`src/rtl/divcnt_pkg.sv`:
```
package divcnt_pkg;
  typedef enum logic [1:0] {
    REG_ENTRY = 2'd0,
    REG_INIT  = 2'd1,
    REG_CUR   = 2'd2,
    REG_DIV   = 2'd3
  } reg_idx_e;

  localparam int VEC_W        = 8;
  localparam int SHIFT_W      = 3;
  localparam int CFG_W        = 4;
  localparam int MASK_BIT     = 16;
  localparam int PERIODIC_BIT = 17;
  localparam logic [CFG_W-1:0] CFG_KEEP = 4'b1011;

  typedef struct packed {
    logic             periodic;
    logic             masked;
    logic [VEC_W-1:0] vector;
  } entry_t;
endpackage

```
`src/rtl/divcnt_cfg_decode.sv`:
```
module divcnt_cfg_decode
  import divcnt_pkg::*;
(
  input  logic [CFG_W-1:0]   cfg_i,
  output logic [SHIFT_W-1:0] shift_o
);
  logic [SHIFT_W-1:0] code;

  // bit 3 lands in code bit 2; bit 2 of the config is not used
  assign code    = {cfg_i[3], cfg_i[1:0]};
  assign shift_o = code + SHIFT_W'(1);
endmodule

```
`src/rtl/divcnt_prescaler.sv`:
```
module divcnt_prescaler #(
  parameter int SHIFT_W = 3,
  localparam int PRE_W  = (1 << SHIFT_W) - 1
) (
  input  logic               clk_i,
  input  logic               rst_ni,
  input  logic               clr_i,
  input  logic [SHIFT_W-1:0] shift_i,
  output logic               tick_o
);
  logic [PRE_W-1:0] presc_q;
  logic [PRE_W-1:0] low_mask;

  always_comb begin
    low_mask = '0;
    for (int i = 0; i < PRE_W; i++) begin
      low_mask[i] = (i < int'(shift_i));
    end
  end

  assign tick_o = &(presc_q | ~low_mask);

  always_ff @(posedge clk_i or negedge rst_ni) begin
    if (!rst_ni)    presc_q <= '0;
    else if (clr_i) presc_q <= '0;
    else            presc_q <= presc_q + PRE_W'(1);
  end


  tick_spacing_chk: assert property (@(posedge clk_i) disable iff (!rst_ni)
    (tick_o && !clr_i && shift_i != '0) |=> (!tick_o || shift_i != $past(shift_i)));


  clear_delays_tick_chk: assert property (@(posedge clk_i) disable iff (!rst_ni)
    (clr_i && shift_i != '0) |=> !tick_o);
endmodule

```
`src/rtl/divcnt_core.sv`:
```
module divcnt_core
  import divcnt_pkg::*;
#(
  parameter int CNT_W = 32
) (
  input  logic             clk_i,
  input  logic             rst_ni,
  input  logic             load_i,
  input  logic [CNT_W-1:0] load_val_i,
  input  logic [CNT_W-1:0] init_i,
  input  logic             tick_i,
  input  entry_t           entry_i,
  output logic [CNT_W-1:0] cnt_o,
  output logic             irq_o,
  output logic [VEC_W-1:0] irq_vec_o
);
  logic             run_q;
  logic [CNT_W-1:0] cnt_q;
  logic             irq_q;
  logic [VEC_W-1:0] vec_q;
  logic             expire;

  // expiry is the tick taken while already at zero
  assign expire = tick_i && run_q && (cnt_q == '0) && !load_i;

  always_ff @(posedge clk_i or negedge rst_ni) begin
    if (!rst_ni) begin
      run_q <= 1'b0;
      cnt_q <= '0;
    end else if (load_i) begin
      run_q <= |load_val_i;
      cnt_q <= load_val_i;
    end else if (tick_i && run_q) begin
      if (cnt_q != '0) begin
        cnt_q <= cnt_q - CNT_W'(1);
      end else if (entry_i.periodic) begin
        cnt_q <= init_i;
      end else begin
        run_q <= 1'b0;
      end
    end
  end

  always_ff @(posedge clk_i or negedge rst_ni) begin
    if (!rst_ni) begin
      irq_q <= 1'b0;
      vec_q <= '0;
    end else begin
      irq_q <= expire && !entry_i.masked;
      if (expire) vec_q <= entry_i.vector;
    end
  end

  assign cnt_o     = cnt_q;
  assign irq_o     = irq_q;
  assign irq_vec_o = vec_q;


  zero_load_stops_chk: assert property (@(posedge clk_i) disable iff (!rst_ni)
    (load_i && load_val_i == '0) |=> (!run_q && cnt_q == '0));


  idle_hold_chk: assert property (@(posedge clk_i) disable iff (!rst_ni)
    (!run_q && !load_i) |=> (cnt_q == $past(cnt_q)));


  periodic_reload_chk: assert property (@(posedge clk_i) disable iff (!rst_ni)
    (tick_i && run_q && cnt_q == '0 && entry_i.periodic && !load_i) |=> (cnt_q == $past(init_i)));


  irq_single_chk: assert property (@(posedge clk_i) disable iff (!rst_ni)
    irq_o |=> !irq_o);


  masked_quiet_chk: assert property (@(posedge clk_i) disable iff (!rst_ni)
    entry_i.masked |=> !irq_o);
endmodule

```
`src/rtl/divcnt_timer.sv`:
```
module divcnt_timer
  import divcnt_pkg::*;
#(
  parameter int CNT_W  = 32,
  parameter int DATA_W = 32
) (
  input  logic              clk_i,
  input  logic              rst_ni,
  input  logic              reg_we_i,
  input  logic [1:0]        reg_addr_i,
  input  logic [DATA_W-1:0] reg_wdata_i,
  output logic [DATA_W-1:0] reg_rdata_o,
  output logic              irq_o,
  output logic [VEC_W-1:0]  irq_vector_o
);
  reg_idx_e           idx;
  entry_t             entry_q;
  logic [CNT_W-1:0]   init_q;
  logic [CFG_W-1:0]   div_q;
  logic [SHIFT_W-1:0] shift;
  logic               tick;
  logic               load;
  logic [CNT_W-1:0]   cnt;
  logic [DATA_W-1:0]  entry_rd;

  assign idx  = reg_idx_e'(reg_addr_i);
  assign load = reg_we_i && (idx == REG_INIT);

  always_ff @(posedge clk_i or negedge rst_ni) begin
    if (!rst_ni) begin
      entry_q <= '0;
      init_q  <= '0;
      div_q   <= '0;
    end else if (reg_we_i) begin
      unique case (idx)
        REG_ENTRY: begin
          entry_q.periodic <= reg_wdata_i[PERIODIC_BIT];
          entry_q.masked   <= reg_wdata_i[MASK_BIT];
          entry_q.vector   <= reg_wdata_i[VEC_W-1:0];
        end
        REG_INIT: init_q <= reg_wdata_i[CNT_W-1:0];
        REG_DIV:  div_q  <= reg_wdata_i[CFG_W-1:0] & CFG_KEEP;
        default: ;
      endcase
    end
  end

  divcnt_cfg_decode u_dec (
    .cfg_i   (div_q),
    .shift_o (shift)
  );

  divcnt_prescaler #(.SHIFT_W(SHIFT_W)) u_pre (
    .clk_i   (clk_i),
    .rst_ni  (rst_ni),
    .clr_i   (load),
    .shift_i (shift),
    .tick_o  (tick)
  );

  divcnt_core #(.CNT_W(CNT_W)) u_core (
    .clk_i      (clk_i),
    .rst_ni     (rst_ni),
    .load_i     (load),
    .load_val_i (reg_wdata_i[CNT_W-1:0]),
    .init_i     (init_q),
    .tick_i     (tick),
    .entry_i    (entry_q),
    .cnt_o      (cnt),
    .irq_o      (irq_o),
    .irq_vec_o  (irq_vector_o)
  );

  always_comb begin
    entry_rd               = '0;
    entry_rd[PERIODIC_BIT] = entry_q.periodic;
    entry_rd[MASK_BIT]     = entry_q.masked;
    entry_rd[VEC_W-1:0]    = entry_q.vector;
  end

  always_comb begin
    unique case (idx)
      REG_ENTRY: reg_rdata_o = entry_rd;
      REG_INIT:  reg_rdata_o = DATA_W'(init_q);
      REG_CUR:   reg_rdata_o = DATA_W'(cnt);
      default:   reg_rdata_o = DATA_W'(div_q);
    endcase
  end


  cur_write_ignored_chk: assert property (@(posedge clk_i) disable iff (!rst_ni)
    (reg_we_i && idx == REG_CUR) |=> ($stable(init_q) && $stable(div_q) && $stable(entry_q)));


  div_keep_chk: assert property (@(posedge clk_i) disable iff (!rst_ni)
    (reg_we_i && idx == REG_DIV) |=> (div_q[2] == 1'b0 && div_q[1:0] == $past(reg_wdata_i[1:0])));
endmodule

```
`config.mk`:
```
export PLATFORM = sky130hd
export DESIGN_NAME = divcnt_timer
export DESIGN_NICKNAME = d
export VERILOG_FILES = /design/src/rtl/divcnt_pkg.sv /design/src/rtl/divcnt_cfg_decode.sv /design/src/rtl/divcnt_prescaler.sv /design/src/rtl/divcnt_core.sv /design/src/rtl/divcnt_timer.sv
export SDC_FILE = /design/constraint.sdc
export NUM_CORES = 1
export LEC_CHECK = 0
export CAP_MARGIN = 20
export CORE_ASPECT_RATIO = 2
export CORE_UTILIZATION = 50
export CTS_CLUSTER_DIAMETER = 50
export DETAILED_ROUTE_END_ITERATION = 12
export GPL_TIMING_DRIVEN = 0
export PLACE_DENSITY = 0.74
export SYNTH_ARGS = -nofsm -noshare
export SYNTH_HDL_FRONTEND = slang
export SYNTH_SLANG_ARGS = --single-unit
```
`constraint.sdc`:
```
create_clock -name clk_i -period 3 [get_ports clk_i]
set_input_delay 0.6 -clock clk_i [delete_from_list [all_inputs] [get_ports clk_i]]
set_output_delay 0.6 -clock clk_i [all_outputs]
set_load 0.05 [all_outputs]
```
==> flow_summary.yaml, run 1 <==
worst_setup_path:
  path_max_fanout: 10
  cp.required_ps: 2400
  path_buf_inv: 3
  r2r-start: "div_q[0]"
  crit_path_start_kind: "input port"
  slowest_stage: "clkdlybuf4s15_1"
  cp.arrival_ps: 2360
  worstSetupPathType: "in2out"
  cp_top_family: "buffers and inverters"
  r2r_setup_slack_ps: 190
  r2r_end: "u_core.irq_vec_o[1]"
  cp_slowest_stage_delay_ps: 500
  startpoint: "reg_addr_i[0]"
  ff2ff_path_depth: 8
  crit_path_end_kind: "output pin"
  path_cells: "clkbuf_1, nor2b_1, clkbuf_2, a22o_1, clkdlybuf4s15_1"
job:
  drv_cap: 0
logic_synthesis:
  async_flop_share_pct: 100
  ys_seq_elements: 94
  synth_cell_types: 68
  ys_seq_area_share_pct: 43.3
  synthTopCellsByCount: "nand2_1, dfrtp_1, nor2_1"
  postSynthAreaPerCell_um2: 9.03
  yosys.area.top_type_share_pct: 43.3
  syn-cell-area_um2: 5430
  synth_largest_area_cell: "dfrtp_1"
  yosysMostFrequentCell: "nand2_1"
  syn_nets: 642
  ys.flop_type: "dfrtp_1"
  synth-edff-count: 0
  yosys_warnings: 0
  synthCells: 601
  synth_area_leaders: "dfrtp_1, nand2_1, a22o_1, a21oi_1, mux2_2"
die:
  std_cell_rows: 53
  die_height_um: 149
  die_area_um2: 11300
  core_um2: 10500
  ios: 78
  initial_core_util_pct: 51.5
  die_width_um: 75.7
pwr:
  p_sw_mw: 2.16
  power_leakage_nw: 2.96
  p_comb_share_pct: 39.1
  internal_power_mw: 3.02
  switching_share_pct: 41.7
  clkPwrFrac_pct: 22.7
  peakVddDrop_mv: 0.436
  seqPwrFrac_pct: 38.3
  power_density_nw_per_um2: 773
drt:
  routedWlPerCell_um: 23.6
  dr.pass1.iters: 8
  route.vias.total: 5338
  via_per_inst: 6.41
  drt_iter0_markers: 423
  drcViolationCount: 0
  drtAntennaViolNets: 0
  wl_mm: 19.7
global_route:
  grt_max_degree: 55
  antenna_found_initial: 0
  grt_pass1_vias: 5452
  grt_usage_pct: 37.7
  grt_first_pass_wirelength_mm: 30.3
  grt-ovfl-total: 0
timing:
  fin_worst_skew_ps: 11.4
  fmax_ghz: 0.338
  relSlewSlack_pct: 43.9
  tightestPinTransition_ps: 842
  period_share_pct: 98.5
  hold_viol_final: 0
  setup_viol: 0
  drv_slew: 0
  setup-tns-final_ps: 0
  min_period_ps: 2960
final_layout:
  drive_gt1_share_pct: 13.4
  antenna_cells: 0
  utilization_pct: 63.6
  area_growth_pct: 23.6
  finish.net_count: 732
clock_network:
  clockBufferDepth: 2
  cts_sinks: 94
  clk_latency_ps: 350
  cts_tree: "done"
  cts-root-buf: "clkbuf_16"
  cts_inserted_buffers: 9
  cts.reportedPaths.clkPinSlew_ps: 70
  htreeDepth: 3
placement:
  place.gp.congestion: 0.957
  io_buffers: 75
  post-dp-hpwl_mm: 14.4
run_status:
  outcome: "completed"
hold_path:
  min_path_type: "in2async"
-- final cells by class --
class                           count  area, um2
Buffer                             44        226
Tap cell                          137        171
Clock buffer                       10        229
Fill cell                         923       3840
Timing Repair Buffer               79        769
Multi-Input combinational cell    459       2880
Inverter                            4       15.0
Sequential cell                    94       2350
Clock inverter                      6       67.6
-- per-layer routing --
| metal | GRT usage [%] | routed length (um) | up-vias |
|---|---|---|---|
| met5 | 0 | 0 | - |
| met2 | 62.8 | 10100 | 275 |
| met3 | 6.82 | 1150 | 88 |
| met4 | 24.8 | 1370 | 0 |
| met1 | 42.4 | 7090 | 2611 |
| li1 | - | - | 2364 |
-- sequential cells by signal, summed over array words and instances, names as in the netlist --
register	count
entry_q	10
div_q	3
u_core.irq_vec_o	8
init_q	32
u_core.cnt_o	32
u_core.irq_o	1
u_core.run_q	1
u_pre.presc_q	7
-- layout by cell type, fill, tap and decap left out, types with 4 or more instances in the layout --
| cell type | count |
|---|---|
| o211ai_1 | 9 |
| mux2_1 | 8 |
| a221o_1 | 7 |
| nor2_1 | 34 |
| clkdlybuf4s50_1 | 44 |
| inv_1 | 4 |
| buf_2 | 10 |
| o31ai_1 | 7 |
| ha_1 | 4 |
| o21ai_0 | 15 |
| or3_1 | 6 |
| xor2_1 | 6 |
| nand4_1 | 7 |
| clkdlybuf4s15_1 | 5 |
| dlygate4sd2_1 | 7 |
| dfrtp_1 | 94 |
| nand2_1 | 133 |
| nand3_1 | 24 |
| o21ai_1 | 10 |
| mux2_2 | 13 |
| clkbuf_1 | 19 |
| a21o_1 | 4 |
| clkbuf_16 | 9 |
| nor4_1 | 13 |
| and2_1 | 4 |
| a211o_1 | 6 |
| a21oi_1 | 30 |
| buf_4 | 7 |
| mux2i_1 | 7 |
| a22o_1 | 23 |
| and3_1 | 4 |
| nor3_1 | 8 |
| a31oi_1 | 7 |
| clkdlybuf4s15_2 | 10 |
| clkbuf_2 | 13 |
| nand2b_1 | 6 |
| xnor2_1 | 10 |
-- worst register-to-register path: stages (launching register included) --
cell	delay (ps)
dfrtp_1	460
ha_1	360
nand2b_1	170
a221oi_1	260
o2111ai_1	310
nand2b_1	240
buf_2	210
nor2_4	310
mux2_1	370
-- how the worst max path moves through the flow --
stage               depth (start not counted)  slack, ps                to
detailed placement                          6       -940   reg_rdata_o[11]
finish                                      5         40    reg_rdata_o[9]
global placement                            1      -2150  u_pre.presc_q[0]
global route                                5        -20   reg_rdata_o[26]
CTS                                         5          3    reg_rdata_o[8]
floorplan                                   4        270   reg_rdata_o[16]
-- timing repair --
| action | 4_1_cts | 5_1_grt |
|---|---|---|
| gates resized for setup | 63 | 28 |
| pin swaps | 0 | 1 |
| endpoints found under the setup margin | 42 | 50 |
| hold buffers | 0 | 0 |
| setup buffers | 0 | 3 |
| gates cloned | 0 | 0 |
-- power groups by stage --
stage	clock network (mW)	logic, mW	registers [mW]
finish	1.17	2.03	1.98
global route	1.23	2.19	2.03
CTS	1.19	1.99	1.97
detailed placement	0	2.01	1.99
global placement	0	1.97	1.98
floorplan	0	1.44	1.87
-- metrics by stage --
step           total power, mW  hold slack, ps  area (um2)  setup slack [ps]  std cells
3_5_place_dp              4.00             476        6370              -944        814
2_1_floorplan             3.31             304        5430               273        601
5_1_grt                   5.44             270        6710             -18.4        833
3_3_place_gp              3.95             449        6350             -2150        813
4_1_cts                   5.15             246        6690              3.16        830
6_report                  5.19             226        6710              43.7        833
-- cell families (layout without fill, tap and decap cells) --
logic type               Yosys count  in the layout  synth area share (%)
flip-flops                        94             94                  43.3
multiplexers                      31             31                  6.89
buffers and inverters             48            143                  4.10
AND/OR/NAND/NOR                  267            267                  23.8
XOR/XNOR                          16             16                  2.58
AO/OA/AOI/OAI                    141            141                  18.3
adder cells (fa/ha/maj)            4              4                 0.922
Note: power is estimated with default switching activity, not from simulation.
==> run 2: changes to the inputs <==
--- a/config.mk
+++ b/config.mk
@@ -7,11 +7,11 @@
 export LEC_CHECK = 0
 export CAP_MARGIN = 20
 export CORE_ASPECT_RATIO = 2
-export CORE_UTILIZATION = 50
+export CORE_UTILIZATION = 55
 export CTS_CLUSTER_DIAMETER = 50
 export DETAILED_ROUTE_END_ITERATION = 12
 export GPL_TIMING_DRIVEN = 0
-export PLACE_DENSITY = 0.74
+export PLACE_DENSITY = 0.81
 export SYNTH_ARGS = -nofsm -noshare
 export SYNTH_HDL_FRONTEND = slang
 export SYNTH_SLANG_ARGS = --single-unit
==> run 2 against run 1 <==
Net effect: register-to-register slack worse by 100 ps; non-clock buffer count down 3; sequential share of layout area up 0.10 points; die area down 8.9%; power down 0.53%; first-iteration DRC count unchanged; highest routed layer unchanged.
==> flow_summary.yaml, run 2 (same netlist as run 1, synthesis figures left out) <==
run_status:
  outcome: "completed"
placement:
  io_buffers: 75
  placedCellCount: 809
  place.gp.congestion: 0.953
  post-place-ws_ps: -959
  post-dp-hpwl_mm: 13.9
final_layout:
  finish.net_count: 729
  layout_common_cells: "nand2_1, dfrtp_1, clkdlybuf4s50_1"
  area_growth_pct: 23.2
  utilization_pct: 69.4
  layout_commonest_cell: "nand2_1"
  n_fill_cell: 785
  antenna_cells: 0
  multi_input_area_um2: 2880
  final-seq-area_um2: 2350
  drive_gt1_share_pct: 12.3
  stdcell_count: 824
pwr:
  power_leakage_nw: 2.94
  peakVddDrop_mv: 0.517
  power_density_nw_per_um2: 771
timing:
  hold_viol_final: 0
  drv_slew: 0
  period_share_pct: 99.8
  fin_worst_skew_ps: 6.67
  setup-tns-final_ps: 0
  setup_viol: 0
  tightestPinTransition_ps: 798
  min_period_ps: 2990
  relSlewSlack_pct: 46.8
  setup_ws_ps: 7.45
  fmax_ghz: 0.334
  hold_ws_ps: 163
  rsz0062_at_grt: "no"
worst_setup_path:
  cp_slowest_stage_delay_ps: 510
  worstSetupPathType: "in2out"
  cp.arrival_ps: 2390
  r2r_setup_slack_ps: 90
  path_max_fanout: 10
  r2r_end: "u_core.cnt_o[22]"
  path_cells: "clkbuf_1, nor2b_1, clkbuf_2, a22o_1, clkdlybuf4s15_1"
  ff2ff_path_depth: 8
  crit_path_end_kind: "output pin"
  cp.required_ps: 2400
  crit_path_start_kind: "input port"
  r2r-start: "div_q[0]"
  slowest_stage: "clkdlybuf4s15_1"
clock_network:
  clockBufferDepth: 2
  cts.reportedPaths.clkPinSlew_ps: 70
  cts-root-buf: "clkbuf_16"
  postCtsSetupRepairBufs: 0
  holdBufCountCts: 0
  htreeDepth: 3
  cts_sinks: 94
  cts_tree: "done"
  clk_latency_ps: 350
  cts_inserted_buffers: 9
die:
  initial_core_util_pct: 56.3
  std_cell_rows: 51
  die_height_um: 142
  die_width_um: 72.2
  core_um2: 9640
  ios: 78
  die_area_um2: 10300
hold_path:
  min_path_type: "in2async"
job:
  drv_cap: 0
global_route:
  grt_first_pass_wirelength_mm: 30.3
  grt_usage_pct: 40.4
  grt_pass1_vias: 5485
  antenna_found_initial: 0
  grt_max_degree: 70
  grt-ovfl-total: 0
drt:
  wl_mm: 19.5
  via_per_inst: 6.46
  dr.pass1.iters: 5
  routedWlPerCell_um: 23.6
  drcViolationCount: 0
  drtAntennaViolNets: 0
  route.vias.total: 5320
  drt_iter0_markers: 423
==> run 2: layer usage <==
metal	track usage (%)	vias to the layer above	routed length, um
met3	6.94	80	1190
met5	0	-	0
li1	-	2355	-
met1	46.3	2596	7120
met2	67.8	289	9920
met4	26.6	0	1240
==> run 2: power breakdown <==
group / internal (mW) / switching (mW)
Sequential: 1.59 / 0.402
Combinational: 0.773 / 1.25
Clock: 0.644 / 0.502
Total: 3.01 / 2.15
==> run 2: critical path, delay by kind of cell <==
family / cells / cell delay, ps
AOI/OAI and AO/OA: 1 / 230
and+or+nand+nor: 1 / 310
buffers and inverters: 3 / 1250
==> run 2: stage by stage <==
stage                     power, mW  instance area, um2
after floorplan                3.31                5430
after global placement         3.93                6340
after detailed placement       3.99                6370
after CTS                      5.11                6670
after global routing           5.39                6690
final                          5.16                6690
==> run 2: layout make-up <==
class | instances | area share [%]
multi-input cells | 459 | 43.0
flip-flops and latches | 94 | 35.2
repair buffers | 76 | 11.4
clock buffers | 10 | 3.42
plain buffers | 44 | 3.37
well taps | 132 | 2.47
clock inverters | 5 | 0.879
inverters | 4 | 0.225
==> run 2: how the worst max path moves through the flow <==
stage | depth (start not counted) | from | slack [ps] | end
final | 5 | reg_addr_i[0] | 7 | reg_rdata_o[12]
after global placement | 1 | rst_ni | -2080 | u_core.irq_vec_o[5]
after CTS | 7 | reg_addr_i[1] | -20 | reg_rdata_o[16]
after floorplan | 4 | reg_addr_i[0] | 270 | reg_rdata_o[16]
after detailed placement | 7 | reg_addr_i[1] | -960 | reg_rdata_o[16]
after global routing | 5 | reg_addr_i[0] | 3 | reg_rdata_o[30]
==> run 2: repair_timing <==
action                     CTS  global route
setup endpoints to repair   39            29
gates resized for setup     62            21
hold endpoints to repair     0             0
gates cloned                 0             0
==> run 3: changes to the inputs <==
--- a/config.mk
+++ b/config.mk
@@ -12,6 +12,7 @@
 export DETAILED_ROUTE_END_ITERATION = 12
 export GPL_TIMING_DRIVEN = 0
 export PLACE_DENSITY = 0.81
+export SLEW_MARGIN = 20
 export SYNTH_ARGS = -nofsm -noshare
 export SYNTH_HDL_FRONTEND = slang
 export SYNTH_SLANG_ARGS = --single-unit
==> run 3 against run 2 <==
Net effect: non-clock buffer count stayed put; clock skew is essentially flat; final area is essentially flat; first-iteration DRC count increased by 3.3%; routed wire length is essentially flat; worst hold slack got worse by 57 ps; fmax rose by 1.1%; clock power about the same; cell count did not move; critical endpoint is now reg_rdata_o[20]; highest routed layer unchanged.
==> flow_summary.yaml, run 3 (same netlist as run 1, synthesis figures left out) <==
timing:
  period_share_pct: 98.7
  relSlewSlack_pct: 46.1
  fmax_ghz: 0.338
  tightestPinTransition_ps: 808
  rsz0062_at_grt: "no"
  setup_ws_ps: 38.6
  fin_worst_skew_ps: 6.96
  drv_slew: 0
  setup-tns-final_ps: 0
  hold_viol_final: 0
  setup_viol: 0
  min_period_ps: 2960
pwr:
  switching_share_pct: 41.8
  peakVddDrop_mv: 0.451
  power_leakage_nw: 2.94
  finalPower_mw: 5.16
  power_density_nw_per_um2: 772
  seqPwrFrac_pct: 38.8
  clkPwrFrac_pct: 22.2
  p_comb_share_pct: 39.0
  p_sw_mw: 2.15
  internal_power_mw: 3.00
worst_setup_path:
  r2r_setup_slack_ps: 70
  cp.arrival_ps: 2360
  worstSetupPathType: "in2out"
  cp.required_ps: 2400
  ff2ff_path_depth: 8
  crit_path_start_kind: "input port"
  path_max_fanout: 10
  crit_path_end_kind: "output pin"
  r2r_end: "u_core.cnt_o[22]"
  r2r-start: "div_q[0]"
die:
  core_um2: 9640
  die_width_um: 72.2
  die_area_um2: 10300
  initial_core_util_pct: 56.3
  die_height_um: 142
  ios: 78
  std_cell_rows: 51
clock_network:
  cts_inserted_buffers: 9
  cts-root-buf: "clkbuf_16"
  clk_latency_ps: 350
  cts.reportedPaths.clkPinSlew_ps: 70
  htreeDepth: 3
  postCtsSetupRepairBufs: 0
  cts_sinks: 94
  cts_tree: "done"
  clockBufferDepth: 2
drt:
  route.vias.total: 5333
  via_per_inst: 6.47
  drtAntennaViolNets: 0
  dr.pass1.iters: 5
  drt_iter0_markers: 437
  routedWlPerCell_um: 23.6
  drcViolationCount: 0
  wl_mm: 19.5
job:
  drv_cap: 0
global_route:
  grt_first_pass_wirelength_mm: 29.7
  grt_max_degree: 69
  antenna_found_initial: 0
  grt-ovfl-total: 0
  grt_usage_pct: 39.5
  grt_pass1_vias: 5444
final_layout:
  finish.net_count: 729
  drive_gt1_share_pct: 12.4
  n_fill_cell: 775
  layout_common_cells: "nand2_1, dfrtp_1, clkdlybuf4s50_1"
  area_growth_pct: 23.1
  layout_commonest_cell: "nand2_1"
  final-seq-area_um2: 2350
  multi_input_area_um2: 2880
  antenna_cells: 0
  finalInstanceArea_um2: 6680
hold_path:
  min_path_type: "in2async"
run_status:
  outcome: "completed"
placement:
  post-place-ws_ps: -977
  placed_area_um2: 6370
  post-dp-hpwl_mm: 13.9
  place.gp.congestion: 0.953
  io_buffers: 75
run 3: cell types whose count changed in the layout (fill, tap and decap cells not counted):
| cell | previous run | this run |
|---|---|---|
| buf_6 | 3 | 4 |
| clkbuf_4 | 1 | 2 |
| buf_4 | 4 | 3 |
| buf_2 | 11 | 10 |
| clkbuf_1 | 19 | 20 |
| clkbuf_2 | 9 | 10 |
| clkdlybuf4s15_1 | 9 | 7 |
run 3: what timing repair did:
| action | in CTS | in global routing |
|---|---|---|
| endpoints found under the setup margin | 41 | 28 |
| hold buffers | 0 | 0 |
| gates resized for setup | 63 | 21 |
run 3: critical path, stage by stage:
cell             delay, ps
clkbuf_1               360
nor2b_1                320
clkbuf_2               390
a22o_1                 180
clkdlybuf4s15_1        500
run 3: worst max path at each step:
stage	cells after the start	slack, ps	endpoint	start
2_1_floorplan	4	270	reg_rdata_o[16]	reg_addr_i[0]
3_3_place_gp	1	-2080	u_core.irq_vec_o[5]	rst_ni
3_5_place_dp	7	-980	reg_rdata_o[16]	reg_addr_i[1]
4_1_cts	7	-30	reg_rdata_o[16]	reg_addr_i[1]
5_1_grt	5	2	reg_rdata_o[21]	reg_addr_i[0]
6_report	5	40	reg_rdata_o[20]	reg_addr_i[0]
run 3: final cells by class:
type | instances | area share [%]
Clock buffer | 10 | 3.43
Clock inverter | 5 | 0.880
Inverter | 4 | 0.225
Timing Repair Buffer | 76 | 11.4
Multi-Input combinational cell | 459 | 43.0
Tap cell | 132 | 2.47
Sequential cell | 94 | 35.2
Buffer | 44 | 3.39
run 3: metrics by stage:
step	hold slack (ps)	utilization [%]	cells
final	106	69.4	824
after global routing	130	69.4	824
after floorplan	304	-	601
after CTS	117	69.3	824
after detailed placement	475	66.1	809
after global placement	466	65.8	808
run 3: power by group through the flow:
| stage | Clock (mW) | Combinational, mW | Sequential (mW) |
|---|---|---|---|
| 6_report | 1.15 | 2.01 | 2.00 |
| 5_1_grt | 1.18 | 2.17 | 2.03 |
| 3_5_place_dp | 0 | 1.99 | 2.00 |
| 2_1_floorplan | 0 | 1.44 | 1.87 |
| 3_3_place_gp | 0 | 1.95 | 1.97 |
| 4_1_cts | 1.15 | 1.98 | 1.98 |
run 3: metal layers:
metal / track usage [%] / wire (um) / up-vias
li1: - / - / 2353
met1: 44.9 / 6970 / 2578
met2: 65.0 / 9790 / 317
met3: 6.59 / 1390 / 85
met4: 29.7 / 1310 / 0
met5: 0 / 0 / -
